### src/rtl/cc_channel.sv
module cc_channel #(
  parameter int WIDTH = 16
) (
  input  logic             clk,
  input  logic             rst_n,
  input  logic             wr_en,
  input  logic [WIDTH-1:0] wr_data,
  input  logic [WIDTH-1:0] count,
  input  logic             update,
  input  logic             capture,
  input  logic             in_mode,
  input  logic             preload_en,
  output logic [WIDTH-1:0] chan_val,
  output logic [WIDTH-1:0] active_val,
  output logic             match,
  output logic             oc_level
);

  logic out_wr, load_active;
  logic [WIDTH-1:0] active_nxt;

  assign out_wr      = !in_mode && wr_en;
  assign load_active = !in_mode && (preload_en ? update : wr_en);
  assign active_nxt  = wr_en ? wr_data : chan_val;

  always_ff @(posedge clk or negedge rst_n) begin
    if (!rst_n) begin
      chan_val <= '0;
    end else if (in_mode) begin
      if (capture) chan_val <= count;
    end else if (out_wr) begin
      chan_val <= wr_data;
    end
  end

  always_ff @(posedge clk or negedge rst_n) begin
    if (!rst_n)           active_val <= '0;
    else if (load_active) active_val <= active_nxt;
  end

  assign match    = !in_mode && (count == active_val);
  assign oc_level = !in_mode && (count <  active_val);

endmodule


### config.mk
export PLATFORM = sky130hd
export DESIGN_NAME = cc_channel
export DESIGN_NICKNAME = d
export VERILOG_FILES = /design/src/rtl/cc_channel.sv
export SDC_FILE = /design/constraint.sdc
export NUM_CORES = 1
export LEC_CHECK = 0
export ABC_CLOCK_PERIOD_IN_PS = 2100
export BUFFER_PORTS_ARGS = -buffer_cell sky130_fd_sc_hd__buf_2
export CAP_MARGIN = 30
export CELL_PAD_IN_SITES_DETAIL_PLACEMENT = 1
export CELL_PAD_IN_SITES_GLOBAL_PLACEMENT = 1
export CORE_MARGIN = 2
export CORE_UTILIZATION = 35
export DETAILED_ROUTE_END_ITERATION = 6
export PLACE_DENSITY = 0.79
export SLEW_MARGIN = 10
export SYNTH_ARGS = -nofsm -noshare
export SYNTH_HDL_FRONTEND = slang
export SYNTH_SLANG_ARGS = --single-unit
### constraint.sdc
create_clock -name clk -period 2.1 [get_ports clk]
set_input_delay 0.42 -clock clk [delete_from_list [all_inputs] [get_ports clk]]
set_output_delay 0.42 -clock clk [all_outputs]
set_load 0.01 [all_outputs]
==> impl_metrics.tcl, run 1 <==
set metrics [dict create \
    cp_slowest_cell "dfrtp_1" \
    rows 27 \
    die_area_sq_um 6120 \
    wl_per_cell_microns 15.0 \
    power_w 0.00198 \
    grt_overflow 0 \
    worst_slack_ns -0.0983 \
    root_buffer "clkbuf_8" \
    fin_cells 354 \
    cts_tree "done" \
    fmax_ghz 0.455 \
    r2r_slack_ns 1.14 \
    rr_startpoint "active_val[14]" \
    yosysSeqAreaShare 0.415 \
    maxCapViolations 0 \
    met1_usage 0.222 \
    gp_congestion 0.737 \
    nets 337 \
    hold_class "in2async" \
    drt_iter0_drc 54 \
    dpl_cell_area_sq_um 2350 \
    core_sq_um 5410 \
    synthToLayoutAreaGrowth_pct 33.7 \
    crit_fanout 3 \
    ys.flop_type "dfrtp_1" \
    die_h_microns 78.2 \
    synth_nets 251 \
    syn_area_sq_um 1930 \
    yosysUniqueCellTypes 26 \
    routed-via-count 1762 \
    grt_max_degree 33 \
    grtUsageTotal 0.185 \
    criticalPathCategory "reg2out" \
    layout-drive-gt1-share 0.387 \
    initial_utilization 0.357 \
    min_period_ns 2.20 \
    antenna_found_initial 0 \
    synth_top_family_by_area "multiplexers" \
    skew_ns 0.00674 \
    synthXorXnorAreaFrac 0 \
    grt_pass1_vias 1826 \
    dp_cells 336 \
    worstPathCellList "inv_2 > ha_4 > a21oi_2 > nand2_1 > a211o_1 > nor4_2 > buf_2" \
    finalHoldViolCount 0 \
    synth-compound-area-share 0.120 \
    vias_per_cell 4.98 \
    cts.sinks 32 \
    drtPass1Iterations 4 \
    use_met3 0.0230 \
    slew_headroom 0.484 \
    powerDensity_nw_per_um2 767 \
    arrival_ns 1.78 \
    cp-end-kind "output pin" \
    drv_slew 0 \
    setup_violations 2 \
    irDropWorstVdd_mv 0.275 \
    cts_buffers 5 \
    antenna_cells 0 \
    clockBufferDepth 2 \
    dp_hpwl_microns 3800 \
    layout_common_cells "72 x buf_2, 32 x mux2i_1, 32 x dfrtp_1, 20 x a21oi_1" \
    cp-start-kind "register" \
    yosys.area_share.simple 0.107 \
    synthArstFlopShare 1.00 \
    grt_pass1_wl_microns 8750 \
    die_x_microns 78.2 \
    violations "negative setup slack" \
    top_usage_layer "met2" \
    insertion_delay_ns 0.29 \
    met2_usage 0.332 \
    finalCritPeriodShare 1.05 \
    yosysWarnings 0 \
    synth_edf_count 0 \
    rsz0062_at_grt "yes" \
    post-place-ws_ns -0.0886 \
    worstMarginPinSlew_ns 0.774 \
    power_leakage_nw 1.36 \
    drtAntennaViolNets 0 \
    path_clk_slew_ns 0.07 \
    synthCells 196 \
    crit_path_start "active_val[14]" \
    drt_wl_total_microns 5320 \
    synthMuxAreaShare 0.185 \
    syn_avg_cell_area_sq_um 9.84 \
    final_common_cell "buf_2" \
    required_ns 1.68 \
    max_stage_delay_ns 0.39 \
    drc 0 \
    status "finished with violations" \
    h-tree-depth 2 \
    nFillCells 666 \
    ys_ff_latch 32 \
    ioPinCount 73 \
    io_buffer_count 72 \
    final_area_sq_um 2580 \
    synth_fa_ha_area_frac 0.104 \
]
## kinds of logic (layout without fill, tap and decap cells)
| kind of cell | Yosys count | after routing |
|---|---|---|
| simple gates | 45 | 45 |
| compound gates | 43 | 43 |
| mux | 34 | 34 |
| flops | 32 | 32 |
| buf+inv | 26 | 112 |
| fa+ha+maj | 16 | 16 |
## power by group
group / leakage, nW / internal, W / total [W] / switching (W)
logic: 0.941 / 0.000315 / 0.000670 / 0.000355
clock network: 0.0503 / 0.000292 / 0.000522 / 0.000230
registers: 0.373 / 0.000716 / 0.000786 / 0.0000702
## metrics by stage
step           utilization  hold WS (ns)  TNS, ns
2_1_floorplan            -         0.124        0
3_3_place_gp         0.435         0.487  -0.0880
3_5_place_dp         0.435         0.499  -0.0886
4_1_cts              0.467         0.233   -0.107
5_1_grt              0.477         0.254   -0.342
6_report             0.477         0.208   -0.108
## layer usage
| metal | part of all wire | up-vias |
|---|---|---|
| met3 | 0.037 | 10 |
| met2 | 0.51 | 46 |
| li1 | - | 858 |
| met1 | 0.43 | 848 |
| met4 | 0.022 | 0 |
| met5 | 0 | - |
## sequential cells by signal, summed over array words and instances, names as in the netlist
register and cells:
active_val 16, chan_val 16
## synthesized netlist by cell type, drive strengths merged, types with 2 or more instances
cell type  number  area share
nand3           3      0.0078
inv            16       0.031
nor2           17       0.037
nand4           4       0.013
nand2          17       0.033
o21ai          16       0.042
a21o            2      0.0078
dfrtp          32        0.42
mux2i          34        0.18
buf             9       0.034
ha             16        0.10
a21oi          21       0.055
## area by class of cell
type                    count  area, sq um  area share
well taps                  72         90.1      0.0350
inverters                  16         60.1      0.0233
multi-input cells         138         1040       0.404
clock buffers               7         96.3      0.0374
repair buffers             89          488       0.189
flip-flops and latches     32          801       0.311
## final timing paths
| check | endpoint | cells after the start |
|---|---|---|
| setup / recovery | oc_level | 7 |
| max in group asynchronous | chan_val[13] | 1 |
| hold reg to reg | chan_val[5] | 2 |
| hold / removal | active_val[3] | 1 |
| setup reg to reg | active_val[14] | 4 |
| min in group clk | chan_val[7] | 3 |
## critical path: cells and delay by family, from the launching register on
family / cells / cell delay (ns)
compound gates: 2 / 0.37
buf+inv: 2 / 0.25
simple gates: 2 / 0.29
flops: 1 / 0.39
fa+ha+maj: 1 / 0.20
## what timing repair did
action / CTS / global route
resized for setup: 9 / 0
pin swaps: 6 / 2
hold buffers: 0 / 0
hold endpoints to repair: 0 / 0
setup buffers: 4 / 7
setup endpoints to repair: 2 / 2
No activity file was read; power rests on OpenSTA's default activity.
==> inputs of run 2 (changes only) <==
--- a/config.mk
+++ b/config.mk
@@ -7,2 +7,3 @@
 export LEC_CHECK = 0
+export ABC_AREA = 1
 export ABC_CLOCK_PERIOD_IN_PS = 2100
@@ -13,5 +14,5 @@
 export CORE_MARGIN = 2
-export CORE_UTILIZATION = 35
+export CORE_UTILIZATION = 34
 export DETAILED_ROUTE_END_ITERATION = 6
-export PLACE_DENSITY = 0.79
+export PLACE_DENSITY = 0.81
 export SLEW_MARGIN = 10
==> constraint.sdc (replaced) <==
create_clock -name clk -period 2.1 [get_ports clk]
set_input_delay 0.315 -clock clk [delete_from_list [all_inputs] [get_ports clk]]
set_output_delay 0.315 -clock clk [all_outputs]
set_load 0.01 [all_outputs]
==> run 2 against run 1 <==
- the run now ends clean
- power is 2.4% lower
- die area is 5.5% higher
- setup slack better by 0.16 ns
- cell count is 17% higher
- largest power group unchanged
- flip-flop and latch count unchanged
- fmax is 7.6% higher
- routed wire length grew 10%
- core utilization shrank 2.6 points
==> impl_metrics.tcl, run 2 <==
set metrics [dict create \
    core_sq_um 5570 \
    synth_edf_count 0 \
    insertion_delay_ns 0.28 \
    p_seq_frac 0.404 \
    yosysSeqAreaShare 0.404 \
    cp-end-kind "output pin" \
    setup_violations 0 \
    synthToLayoutAreaGrowth_pct 26.9 \
    drv_slew 0 \
    ys.flop_type "dfrtp_1" \
    dp_cells 406 \
    reg_top3 "active_val (16), chan_val (16)" \
    max_stage_delay_ns 0.34 \
    cts.sinks 32 \
    fin_cells 415 \
    gp_congestion 0.753 \
    synth_area_leaders "dfrtp_1 40%, nand2_1 21%, ha_1 10%" \
    ys_ff_latch 32 \
    crit_fanout 2 \
    drt_iter0_drc 47 \
    io_buffer_count 72 \
    swShare 0.351 \
    worstPathCellList "inv_1 > ha_1 > nand2_1 > inv_2 > nand3_2 > nor3_4 > and3_1 > buf_2" \
    skew_ns 0.00351 \
    layout-drive-gt1-share 0.283 \
    status "finished, final reports clean" \
    power_w 0.00193 \
    wl_per_cell_microns 14.2 \
    p_switching_w 0.000679 \
    slew_headroom 0.495 \
    yosysMostFrequentCell "nand2_1" \
    synth_common_cells "113 x nand2_1, 32 x dfrtp_1, 24 x inv_1" \
    synth_nets 325 \
    h-tree-depth 2 \
    internal-power_w 0.00125 \
    synthCells 270 \
    layout_common_cells "113 x nand2_1, 72 x buf_2, 32 x dfrtp_1, 22 x inv_1, 22 x nor2_1" \
    yosysWarnings 0 \
    antenna_found_initial 0 \
    syn_area_sq_um 1980 \
    r2r_slack_ns 1.30 \
    synth_top_area_frac 0.404 \
    nets 397 \
    yosys.area.top_type "dfrtp_1" \
    worstMarginPinSlew_ns 0.758 \
    grtUsageTotal 0.197 \
    vias_per_cell 4.76 \
    grt_overflow 0 \
    maxCapViolations 0 \
    cp-start-kind "register" \
    dp_hpwl_microns 4190 \
    synthArstFlopShare 1.00 \
    yosysUniqueCellTypes 24 \
    cp_slowest_cell "dfrtp_1" \
    drt_wl_total_microns 5870 \
    grt_max_degree 33 \
    initial_utilization 0.355 \
    cts_buffers 5 \
    irDropWorstVdd_mv 0.285 \
    ioPinCount 73 \
    antenna_cells 0 \
    final_common_cell "nand2_1" \
    power_leakage_nw 1.38 \
    die_h_microns 80.3 \
    die_x_microns 80.3 \
    drtAntennaViolNets 0 \
    power.share.clock 0.256 \
    arrival_ns 1.73 \
    routed-via-count 1974 \
    drc 0 \
    whs_ns 0.0986 \
    path_clk_slew_ns 0.07 \
    syn_avg_cell_area_sq_um 7.34 \
    die_area_sq_um 6450 \
    drtPass1Iterations 4 \
    rows 27 \
    clockBufferDepth 2 \
    criticalPathCategory "reg2out" \
    fmax_ghz 0.490 \
    required_ns 1.78 \
    grt_pass1_vias 2043 \
    hold_class "in2async" \
    grt_pass1_wl_microns 9680 \
    cts_tree "done" \
    powerDensity_nw_per_um2 768 \
    share_comb_of_total_power 0.339 \
    min_period_ns 2.04 \
    root_buffer "clkbuf_8" \
    finalHoldViolCount 0 \
    finalCritPeriodShare 0.973 \
]
## run 2: timing repair
item,in CTS,in global routing
endpoints found under the setup margin,1,2
resized for setup,1,8
pin swaps,0,2
hold buffers,0,0
setup buffers,0,1
## run 2: final cells by class
type	count	area, sq um
Clock buffer	8	90.1
Fill cell	758	3060
Inverter	26	100
Multi-Input combinational cell	200	1030
Sequential cell	32	801
Tap cell	72	90.1
Timing Repair Buffer	77	398
## run 2: routing by layer
| metal | track usage | share of wire | vias to the layer above |
|---|---|---|---|
| met4 | 0.0661 | 0.023 | 0 |
| met1 | 0.242 | 0.44 | 912 |
| met2 | 0.342 | 0.49 | 49 |
| li1 | - | - | 1001 |
| met5 | 0 | 0 | - |
| met3 | 0.0404 | 0.049 | 12 |
## run 2: final timing paths
path,depth (start not counted),start,to
worst max-delay path,8,active_val[10],match
worst min-delay path,1,rst_n,chan_val[12]
worst max register to register,4,chan_val[0],active_val[0]
worst min register to register,2,active_val[1],active_val[1]
max in group asynchronous,1,rst_n,chan_val[11]
min in group clk,3,wr_data[2],chan_val[2]
## run 2: metrics by stage
stage	setup slack, ns	setup TNS [ns]	cell area (sq um)	util
global placement	0.272	0	2380	0.426
CTS	0.0894	0	2470	0.443
detailed placement	0.266	0	2380	0.426
finish	0.0573	0	2510	0.451
floorplan	0.548	0	1980	-
global route	-0.0550	-0.0640	2510	0.451
## run 2: critical path: cells and delay by family, from the launching register on
family        cells  cell delay [ns]
simple gates      4             0.54
flops             1             0.34
fa+ha+maj         1             0.31
buf+inv           3             0.27
## run 2: cells by family (layout without fill, tap and decap cells)
family | count (synthesis) | in the layout | synth area share
and+or+nand+nor | 142 | 142 | 0.278
AOI/OAI and AO/OA | 42 | 42 | 0.123
buffers and inverters | 38 | 111 | 0.0935
DFF | 32 | 32 | 0.404
adders and majority gates | 16 | 16 | 0.101
## run 2: power by group through the flow
| stage | clock, W | combinational (W) | sequential, W |
|---|---|---|---|
| floorplan | 0 | 0.000323 | 0.000841 |
| global placement | 0 | 0.000603 | 0.000790 |
| detailed placement | 0 | 0.000624 | 0.000794 |
| CTS | 0.000514 | 0.000631 | 0.000783 |
| global route | 0.000538 | 0.000749 | 0.000798 |
| finish | 0.000495 | 0.000655 | 0.000780 |
==> inputs of run 3 (changes only) <==
Settings changed: ABC_CLOCK_PERIOD_IN_PS 2100 to 2650, CORE_UTILIZATION 34 to 35, PLACE_DENSITY 0.81 to 0.83.
Clock period 2.1 ns to 2.65 ns, I/O delays scaled along.
==> run 3 against run 2 <==
- sequential share of layout area increased by 0.73 points
- clock-buffer cell count down 1
- die area shrank 2.7%
- critical path depth is the same
- setup slack gained 0.49 ns
- critical path type unchanged
- global-route usage increased by 1.3 points
- first-iteration DRC count up 55%
- largest cell class unchanged
==> impl_metrics.tcl, run 3 (same netlist as run 2, synthesis figures left out) <==
set metrics [dict create \
    status "finished, final reports clean" \
    fin_setup_tns_ns 0 \
    worstPathCellList "inv_1 > ha_1 > nand2_1 > inv_1 > nand3_1 > nor3_1 > and3_1 > buf_2" \
    finalCritPeriodShare 0.793 \
    drt_wl_total_microns 5990 \
    criticalPathCategory "reg2out" \
    slew_headroom 0.493 \
    clockBufferDepth 2 \
    die_area_sq_um 6280 \
    post-cts-setup-buffer-count 0 \
    reg_top3 "active_val (16), chan_val (16)" \
    skew_ns 0.00606 \
    nets 394 \
    drtPass1Iterations 5 \
    rsz0062_at_grt "no" \
    setup_violations 0 \
    nFillCells 747 \
    maxCapViolations 0 \
    postCtsHoldBufs 0 \
    antenna_cells 0 \
    crit_path_frequent_cell "inv_1" \
    dp_hpwl_microns 4540 \
    fin_cells 411 \
    arrival_ns 1.70 \
    drc 0 \
    drt_iter0_drc 73 \
    finalHoldViolCount 0 \
    grtUsageTotal 0.210 \
    power_leakage_nw 1.36 \
    hold_class "in2async" \
    h-tree-depth 2 \
    final_area_sq_um 2460 \
    cp-end-kind "output pin" \
    worstMarginPinSlew_ns 0.760 \
    cts_buffers 5 \
    power_w 0.00153 \
    gp_congestion 0.762 \
    irDropWorstVdd_mv 0.214 \
    layout-drive-gt1-share 0.257 \
    io_buffer_count 72 \
    dpl_cell_area_sq_um 2360 \
    layout_common_cells "113 x nand2_1, 72 x buf_2, 32 x dfrtp_1, 24 x inv_1, 22 x nor2_1" \
    fmax_ghz 0.476 \
    drv_slew 0 \
    ioPinCount 73 \
    die_x_microns 79.2 \
    core_sq_um 5470 \
    grt_pass1_vias 2156 \
    path_clk_slew_ns 0.07 \
    wl_per_cell_microns 14.6 \
    grt_pass1_wl_microns 10200 \
    initial_utilization 0.362 \
    max_stage_delay_ns 0.35 \
    cts.sinks 32 \
    final_common_cell "nand2_1" \
    vias_per_cell 4.84 \
    min_period_ns 2.10 \
    grt_overflow 0 \
    required_ns 2.25 \
    crit_fanout 2 \
    post_cts_resize_count 0 \
    cp-start-kind "register" \
    powerDensity_nw_per_um2 622 \
    ff2ff_path_depth 4 \
    insertion_delay_ns 0.28 \
    synthToLayoutAreaGrowth_pct 24.1 \
    crit_path_start "active_val[11]" \
    crit_family "simple AND/OR/NAND/NOR gates" \
    antenna_found_initial 0 \
    routed-via-count 1990 \
    rows 27 \
    rr_startpoint "chan_val[0]" \
    whs_ns 0.180 \
    root_buffer "clkbuf_8" \
    dp_cells 404 \
    worst-path-stages 8 \
    drtAntennaViolNets 0 \
    die_h_microns 79.2 \
    cts_tree "done" \
    crit_buf_inv 3 \
    cp_slowest_cell "dfrtp_1" \
    grt_max_degree 33 \
]
run 3: cell types whose count changed in the layout (fill, tap and decap cells not counted), moves of 2 or more:
cell | before | now
clkbuf_1 | 2 | 0
inv_2 | 3 | 1
a21oi_2 | 4 | 1
inv_1 | 22 | 24
a21oi_1 | 2 | 5
buf_4 | 5 | 2
run 3: metal layers:
layer | GRT usage | up-vias | wire length [microns]
met2 | 0.390 | 40 | 3130
met5 | 0 | - | 0
met3 | 0.0352 | 7 | 232
li1 | - | 990 | -
met1 | 0.249 | 953 | 2560
met4 | 0.0517 | 0 | 68
run 3: per-stage QoR:
stage	worst slack (ns)	utilization
6_report	0.549	0.449
4_1_cts	0.501	0.449
3_5_place_dp	0.682	0.431
3_3_place_gp	0.700	0.431
2_1_floorplan	1.02	-
5_1_grt	0.370	0.449
run 3: cell type report:
type | instances | area, sq um | area share
Multi-Input combinational cell | 200 | 995 | 0.405
Sequential cell | 32 | 801 | 0.326
Timing Repair Buffer | 74 | 375 | 0.153
Inverter | 26 | 100 | 0.0407
Clock buffer | 7 | 96.3 | 0.0392
Tap cell | 72 | 90.1 | 0.0367
run 3: worst paths after layout:
kind | slack, ns | end
max | 0.55 | match
min | 0.18 | chan_val[8]
max reg2reg | 1.82 | active_val[0]
min reg2reg | 0.56 | active_val[8]
max in group asynchronous | 1.99 | active_val[2]
min in group clk | 0.38 | chan_val[13]
run 3: power by group:
part           internal (W)  switching [W]  leakage, nW
Combinational      0.000195       0.000294        0.930
Sequential         0.000570      0.0000553        0.379
Clock              0.000231       0.000184       0.0503
run 3: worst register-to-register path, cell delays in order, from the launching register on:
cell and delay [ns]:
dfrtp_1 0.38, inv_1 0.07, nand2_1 0.05, o21ai_0 0.09
a21oi_1 0.09
